===== config.mk =====
export PLATFORM = sky130hd
export DESIGN_NAME = flash_cmd_bus
export DESIGN_NICKNAME = d
export VERILOG_FILES = /design/src/rtl/fc_pkg.sv /design/src/rtl/fc_strobe_decode.sv /design/src/rtl/fc_cmd_fsm.sv /design/src/rtl/fc_cell_array.sv /design/src/rtl/flash_cmd_bus.sv
export SDC_FILE = /design/constraint.sdc
export NUM_CORES = 1
export LEC_CHECK = 0
export ABC_AREA = 1
export BUFFER_PORTS_ARGS = -buffer_cell sky130_fd_sc_hd__buf_2
export CAP_MARGIN = 15
export CORE_MARGIN = 8
export CORE_UTILIZATION = 55
export CTS_BUF_LIST = sky130_fd_sc_hd__clkbuf_16
export DETAILED_ROUTE_END_ITERATION = 8
export PLACE_DENSITY = 0.75
export SETUP_SLACK_MARGIN = 0.02
export SLEW_MARGIN = 20
export SYNTH_ARGS = -nofsm -noshare
export SYNTH_HDL_FRONTEND = slang
export SYNTH_SLANG_ARGS = --single-unit

===== constraint.sdc =====
create_clock -name clk -period 2.1 [get_ports clk]
set_input_delay 0.42 -clock clk [delete_from_list [all_inputs] [get_ports clk]]
set_output_delay 0.42 -clock clk [all_outputs]
set_load 0.02 [all_outputs]

===== src/rtl/fc_pkg.sv =====
package fc_pkg;
  typedef enum logic [2:0] {
    M_READ      = 3'd0,
    M_IDENT     = 3'd1,
    M_PGM_SETUP = 3'd2,
    M_ERS_SETUP = 3'd3,
    M_VERIFY    = 3'd4
  } fc_mode_e;

  localparam logic [7:0] OP_READ    = 8'h00;
  localparam logic [7:0] OP_IDENT   = 8'h90;
  localparam logic [7:0] OP_PROGRAM = 8'h40;
  localparam logic [7:0] OP_ERASE   = 8'h20;
  localparam logic [7:0] OP_VERIFY  = 8'hA0;
  localparam logic [7:0] OP_RESET   = 8'hFF;
endpackage


===== src/rtl/fc_strobe_decode.sv =====
module fc_strobe_decode (
  input  logic clk,
  input  logic rst,
  input  logic ce_n,
  input  logic oe_n,
  input  logic we_n,
  output logic rd_cycle,
  output logic wr_commit
);
  logic we_q;

  always_ff @(posedge clk) begin
    if (rst) we_q <= 1'b1;
    else     we_q <= we_n;
  end

  assign rd_cycle  = !ce_n && !oe_n && we_n;
  assign wr_commit = !ce_n && oe_n && we_n && !we_q;

  // a commit is a single edge event: the sampled enable is high afterwards
  p_commit_single_r4: assert property (@(posedge clk) disable iff (rst)
    wr_commit |=> !wr_commit);
endmodule


===== src/rtl/fc_cmd_fsm.sv =====
module fc_cmd_fsm
  import fc_pkg::*;
#(
  parameter int DATA_W = 8
) (
  input  logic              clk,
  input  logic              rst,
  input  logic              cmd_en,
  input  logic              wr_commit,
  input  logic [DATA_W-1:0] wr_data,
  output fc_mode_e          mode,
  output logic              prog_en,
  output logic              erase_en
);
  fc_mode_e mode_q;
  logic     take;

  assign take     = cmd_en && wr_commit;
  assign prog_en  = take && (mode_q == M_PGM_SETUP);
  assign erase_en = take && (mode_q == M_ERS_SETUP) && (wr_data[7:0] == OP_ERASE);
  assign mode     = mode_q;

  always_ff @(posedge clk) begin
    if (rst || !cmd_en) begin
      mode_q <= M_READ;
    end else if (take) begin
      if (mode_q == M_PGM_SETUP || mode_q == M_ERS_SETUP) begin
        mode_q <= M_READ;
      end else begin
        case (wr_data[7:0])
          OP_IDENT:   mode_q <= M_IDENT;
          OP_PROGRAM: mode_q <= M_PGM_SETUP;
          OP_ERASE:   mode_q <= M_ERS_SETUP;
          OP_VERIFY:  mode_q <= M_VERIFY;
          default:    mode_q <= M_READ;
        endcase
      end
    end
  end

  // a locked supply leaves the register in array read
  p_locked_read_r5: assert property (@(posedge clk) disable iff (rst)
    !cmd_en |=> (mode == M_READ));
  // a finished program or erase returns to array read
  p_done_read_r12: assert property (@(posedge clk) disable iff (rst)
    (prog_en || erase_en) |=> (mode == M_READ));
  p_ops_exclusive_r7: assert property (@(posedge clk) disable iff (rst)
    !(prog_en && erase_en));
endmodule


===== src/rtl/fc_cell_array.sv =====
module fc_cell_array #(
  parameter int ADDR_W = 4,
  parameter int DATA_W = 8
) (
  input  logic              clk,
  input  logic              rst,
  input  logic              prog_en,
  input  logic              erase_en,
  input  logic [ADDR_W-1:0] addr,
  input  logic [DATA_W-1:0] wdata,
  output logic [DATA_W-1:0] rdata
);
  localparam int DEPTH = 1 << ADDR_W;

  logic [DATA_W-1:0] cell_q [DEPTH];

  always_ff @(posedge clk) begin
    if (rst || erase_en) begin
      for (int i = 0; i < DEPTH; i++) cell_q[i] <= '1;
    end else if (prog_en) begin
      cell_q[addr] <= cell_q[addr] & wdata;
    end
  end

  assign rdata = cell_q[addr];

  for (genvar g = 0; g < DEPTH; g++) begin : g_chk
    // programming can only clear bits
    p_prog_clear_only_r7: assert property (@(posedge clk) disable iff (rst)
      (prog_en && addr == ADDR_W'(g)) |=> ((cell_q[g] & ~$past(cell_q[g])) == '0));
    // with no program or erase the cell holds
    p_cell_hold_r5: assert property (@(posedge clk) disable iff (rst)
      !(prog_en || erase_en) |=> $stable(cell_q[g]));
    // confirmed erase leaves all ones
    p_erase_ones_r8: assert property (@(posedge clk) disable iff (rst)
      erase_en |=> (cell_q[g] == '1));
  end
endmodule


===== src/rtl/flash_cmd_bus.sv =====
module flash_cmd_bus
  import fc_pkg::*;
#(
  parameter int          ADDR_W = 4,
  parameter int          DATA_W = 8,
  parameter logic [7:0]  MFR_ID = 8'h89,
  parameter logic [7:0]  DEV_ID = 8'hBD
) (
  input  logic              clk,
  input  logic              rst,
  input  logic              ce_n,
  input  logic              oe_n,
  input  logic              we_n,
  input  logic [ADDR_W-1:0] addr,
  input  logic              id_hv,
  input  logic              vpp_hi,
  input  logic              vcc_ok,
  input  logic [DATA_W-1:0] dq_in,
  output logic [DATA_W-1:0] dq_out,
  output logic              dq_oe
);
  logic              rd_cycle, wr_commit, cmd_en, prog_en, erase_en, hv_hit;
  logic [DATA_W-1:0] cell_rd, id_byte, rd_sel;
  fc_mode_e          mode;

  assign cmd_en  = vpp_hi && vcc_ok;
  assign hv_hit  = id_hv && (addr[ADDR_W-1:1] == '0);
  assign id_byte = addr[0] ? DATA_W'(DEV_ID) : DATA_W'(MFR_ID);

  fc_strobe_decode u_strobe (
    .clk(clk), .rst(rst), .ce_n(ce_n), .oe_n(oe_n), .we_n(we_n),
    .rd_cycle(rd_cycle), .wr_commit(wr_commit)
  );

  fc_cmd_fsm #(.DATA_W(DATA_W)) u_cmd (
    .clk(clk), .rst(rst), .cmd_en(cmd_en), .wr_commit(wr_commit),
    .wr_data(dq_in), .mode(mode), .prog_en(prog_en), .erase_en(erase_en)
  );

  fc_cell_array #(.ADDR_W(ADDR_W), .DATA_W(DATA_W)) u_cells (
    .clk(clk), .rst(rst), .prog_en(prog_en), .erase_en(erase_en),
    .addr(addr), .wdata(dq_in), .rdata(cell_rd)
  );

  always_comb begin
    if (hv_hit)                          rd_sel = id_byte;
    else if (cmd_en && mode == M_IDENT)  rd_sel = id_byte;
    else                                 rd_sel = cell_rd;
  end

  always_ff @(posedge clk) begin
    if (rst) begin
      dq_oe  <= 1'b0;
      dq_out <= '0;
    end else begin
      dq_oe  <= rd_cycle;
      if (rd_cycle) dq_out <= rd_sel;
    end
  end

  // any non-read strobe pattern leaves the bus released
  p_bus_released_r2: assert property (@(posedge clk) disable iff (rst)
    (ce_n || oe_n || !we_n) |=> !dq_oe);
  // high-voltage identifier read of the manufacturer byte
  p_hv_mfr_r3: assert property (@(posedge clk) disable iff (rst)
    (!ce_n && !oe_n && we_n && id_hv && addr[ADDR_W-1:1] == '0 && !addr[0])
      |=> (dq_oe && dq_out == DATA_W'(MFR_ID)));
endmodule


Yosys cells after proc, flatten, opt, wreduce, memory -nomap -nowiden
Memories as Yosys holds them, arrays and structs flattened.
Index checks and enable logic that the tools add are counted.
Operators by class
  equality and inequality tests: 7
  mux-type cells: 13
  bitwise gates (word level): 1
  reduce and logical (&&, ||, !) cells: 21
Operators by type and width (number)
  $mux 8: 3
  $eq 8x8->1 const B: 2
  $logic_and 1x1->1: 12
  $pmux 3 s4: 1
  $and 8x8->8: 1
  $eq 8x6->1 const B: 1
  $eq 8x7->1 const B: 1
  $reduce_or 8->1: 1
  $eq 3x2->1 const B: 2
  $mux 1: 6
  $mux 6: 1
  $logic_not 1->1: 4
  $mux 4: 1
  $eq 3x1->1 const B: 1
  $logic_not 3->1: 1
  $logic_or 1x1->1: 3
  $mux 3: 1
Word-level totals
  register bits after elaboration: 13
  memory bits (writable): 128
  input bits: 20
  output and inout port bits: 9
  word-level logic and storage cells: 47
  memories kept: 1
Memories
  u_cells.cell_q: words 16, width 8, read ports 1, clocked after Yosys merged registers in 0, wr ports 16, RTL line fc_cell_array.sv:15  | logic [DATA_W-1:0] cell_q [DEPTH];

Logic depth before layout (Yosys ltp)
  word-level depth: 12
  mapped depth: 11
  depth with buffers taken out: 9

Cells and area by module
A second synthesis with hierarchy kept.
Unflattened totals
  cell total of the unflattened synthesis: 800
  area, all modules: 6895.4 um^2
Modules (own cells, without submodules)
  fc_cell_array: instances 1, cells each 689, area each 6117.1 um^2, sequential area each 3843.7 um^2
  flash_cmd_bus: instances 1, cells each 60, area each 488.0 um^2, sequential area each 180.2 um^2
  fc_cmd_fsm: instances 1, cells each 42, area each 237.7 um^2, sequential area each 60.1 um^2
  fc_strobe_decode: instances 1, cells each 9, area each 52.6 um^2, sequential area each 20.0 um^2

Worst setup path before layout
Ideal clock, no wire load.
  path type: input port to flip-flop
  start: in ce_n
  end: mem u_cells.cell_q[0][0], enable pin
  library setup time: 384 ps
  arrival: 1810 ps
  required time: 1716 ps
  setup slack: -94 ps
  stages on the path: 7
  path buffers: 0
  cells stage by stage: inv_1 > nand3_1 > nor2_1 > nand2_1 > nor2_2 > nand4_1 > o21ai_0
RTL lines
  start: declaration: RTL line flash_cmd_bus.sv:11  | input logic ce_n,
  end: declaration: RTL line fc_cell_array.sv:15

==> impl_metrics.ini <==
[drt]
num_vias = 5396
detail-route-antenna-nets = 0
detail_route.drc_violations = 0
avgViaCountPerCell = 5.50
wl_per_cell_um = 16.4
drt-initial-drc-count = 519
dr.pass1.iters = 5
drt-total-wl_um = 16100

[flow_run]
drv.max_cap_violation_count = 0

[timing]
holdWs_ns = 0.231
report.final.slew_viol_count = 0
setup_total_negative_slack_ns = 0
report.final.hold_viol_count = 0
timing.final.crit_period_ns = 1.89
layout_worst_path_cycle_share = 0.902
timing.slew.headroom = 0.679
setup-violations-final = 0
unrepaired_setup_endpoints_after_global_routing = no
max_slew.worst_pin.slew_ns = 0.477
fin_skew_ns = 0.00907
max_clock_freq_mhz = 528

[power]
intPower_mw = 4.97
power.switching_fraction = 0.233
p_leak_nw = 2.90
peakVddDrop_uv = 438
power.combinational.fraction = 0.094
p_clk_frac = 0.433
power_per_cell_area_mw_per_mm2 = 825
power.sequential.fraction = 0.473
power_switching_mw = 1.52

[placed_design]
place_congestion = 0.937
postPlaceCellArea_mm2 = 0.00729
hpwlAfterDp_um = 11900
dp.cells = 948
numPortBuffers = 28

[clocking]
clock_slew_at_the_register_clock_pins_of_the_worst_setup_and_hold_paths_ns = 0.06
worst_skew_pair.late_latency_ns = 0.42
total_cts_buffers = 17
cts_max_path_bufs = 2
cts_htree_levels = 4
tritoncts_clock_tree = built
cts.root.buffer_cell = sky130_fd_sc_hd__clkbuf_16
post_cts_hold_buffer_count = 0
tritoncts_num_sinks = 141

[synth]
synth-edff-count = 128
ys_ff_latch = 141
synth.top_cells.by_area = sky130_fd_sc_hd__edfxtp_1, sky130_fd_sc_hd__nand2_1, sky130_fd_sc_hd__dfxtp_1
yosys.cell_types.count = 24
synth_top_cell_by_area = sky130_fd_sc_hd__edfxtp_1
synth-async-reset-ratio = 0
synthTopCellsByCount = sky130_fd_sc_hd__nand2_1, sky130_fd_sc_hd__edfxtp_1, sky130_fd_sc_hd__nor2_1
postSynthCellCount = 728
synth_largest_type_area_fraction = 0.588
postSynthNetCount = 748
synthMostInstantiatedCell = sky130_fd_sc_hd__nand2_1
synth.yosys.seq_area_share = 0.628
synth_top_flop_cell = sky130_fd_sc_hd__edfxtp_1
synth_area_mm2 = 0.00654
synthesis.yosys.warnings = 0
syn_avg_cell_area_um2 = 8.98

[worst_setup_path]
startpoint_class = flip-flop
r2r_cells = 8
timing_worst_setup_path_type = reg -> reg
worstPathRequired_ns = 2.22
worst-path-max-fanout = 8
critPathCaptureType = flip-flop
critPathArrivalTime_ns = 2.02

[floorplanning]
floorplan.rows = 40
fp.coreArea_mm2 = 0.0118
design.die.area_mm2 = 0.0156
die_x_um = 125
die_h_um = 125
boundaryPins = 29
initial_standard_cell_utilization_of_the_core = 0.553

[hold_path]
worst_hold_path_type = in -> reg
min_delay_path_depth = 3

[global_routing]
grt_pass1_vias = 5253
grt_overflow = 0
grt_util_all_layers = 0.210
largest_net_degree_at_the_start_of_global_routing = 22
first_pass_grt_wire_length_um = 25900
antenna_found_initial = 0

[final_layout]
layout-area-overhead-vs-synth_pct = 20.4
post_layout_nonfiller_instances = 981
nets = 842
final_layout_size_suffix_gt1_frac = 0.176
design_area_mm2 = 0.00787
insertedDiodeCount = 0
final_core_util = 0.666

[run_status]
outcome = finished clean
[layer usage]
layer / vias to the layer above / GRT usage / wire (um)
met5: - / 0 / 0
met4: 0 / 0.105 / 545
met3: 40 / 0.0476 / 1360
met2: 222 / 0.347 / 7630
met1: 2547 / 0.253 / 6550
li1: 2587 / - / -
[state kept, by name, indices dropped and copies added, names as in the netlist]
signal / count
dq_oe: 1
dq_out: 8
u_cells.cell_q: 128
u_cmd.mode: 3
u_strobe.we_q: 1
[path summary, 6_finish.rpt]
kind | to | startpoint | slack, ns
worst min register to register | dq_out[6] | dq_out[6] | 0.46
worst min-delay path | u_strobe.we_q | we_n | 0.23
worst max register to register | u_cells.cell_q[6][6] | u_cmd.mode[1] | 0.21
worst max-delay path | u_cells.cell_q[6][6] | u_cmd.mode[1] | 0.21
[cells by family (layout without fill, tap and decap cells)]
group | count (synthesis) | count (layout) | share of synthesized area
compound gates | 49 | 49 | 0.0436
flops | 141 | 141 | 0.628
buf+inv | 51 | 157 | 0.0339
simple gates | 487 | 487 | 0.295
[placed cells by master (no fill, tap or decap), drive strengths merged]
cell type / instances
a21oi: 10
a22oi: 4
buf: 105
bufinv: 2
clkbuf: 17
clkinv: 7
clkinvlp: 3
dfxtp: 13
edfxtp: 128
inv: 23
nand2: 407
nand3: 19
nand3b: 1
nand4: 17
nor2: 37
nor3: 5
nor4: 1
o21ai: 35
[final cells by class]
cell class | count | area [um2]
fillers | 889 | 3940
flip-flops and latches | 141 | 4100
inverters | 21 | 78.8
repair buffers | 105 | 731
clock inverters | 14 | 133
clock buffers | 17 | 425
well taps | 147 | 184
multi-input cells | 536 | 2210
[through the flow]
step | total power, mW | worst slack, ns
floorplan | 3.47 | -0.0943
global placement | 3.71 | -0.00733
detailed placement | 3.72 | -0.0821
CTS | 6.50 | 0.0993
global route | 6.68 | 0.00675
finish | 6.49 | 0.206
[worst max-delay path, cell delays in order, from the launching register on]
cell and delay, ns:
sky130_fd_sc_hd__dfxtp_1 0.33, sky130_fd_sc_hd__inv_1 0.07, sky130_fd_sc_hd__nor2_1 0.12, sky130_fd_sc_hd__nand2_1 0.09, sky130_fd_sc_hd__nor2_2 0.24, sky130_fd_sc_hd__buf_4 0.16
sky130_fd_sc_hd__nand4_2 0.19, sky130_fd_sc_hd__o21ai_0 0.22, sky130_fd_sc_hd__buf_4 0.20
[power by group through the flow]
stage,Clock (mW),Combinational (mW),Sequential (mW)
final,2.81,0.607,3.07
after CTS,2.83,0.602,3.07
after floorplan,0,0.334,3.14
after global placement,0,0.587,3.13
after detailed placement,0,0.596,3.13
after global routing,2.94,0.666,3.07
[what timing repair did]
item / 4_1_cts / 5_1_grt
endpoints found under the setup margin: 0 / 38
gates resized for setup: 0 / 1
buffers inserted: 0 / 2
No activity file was read; power rests on OpenSTA's default activity.
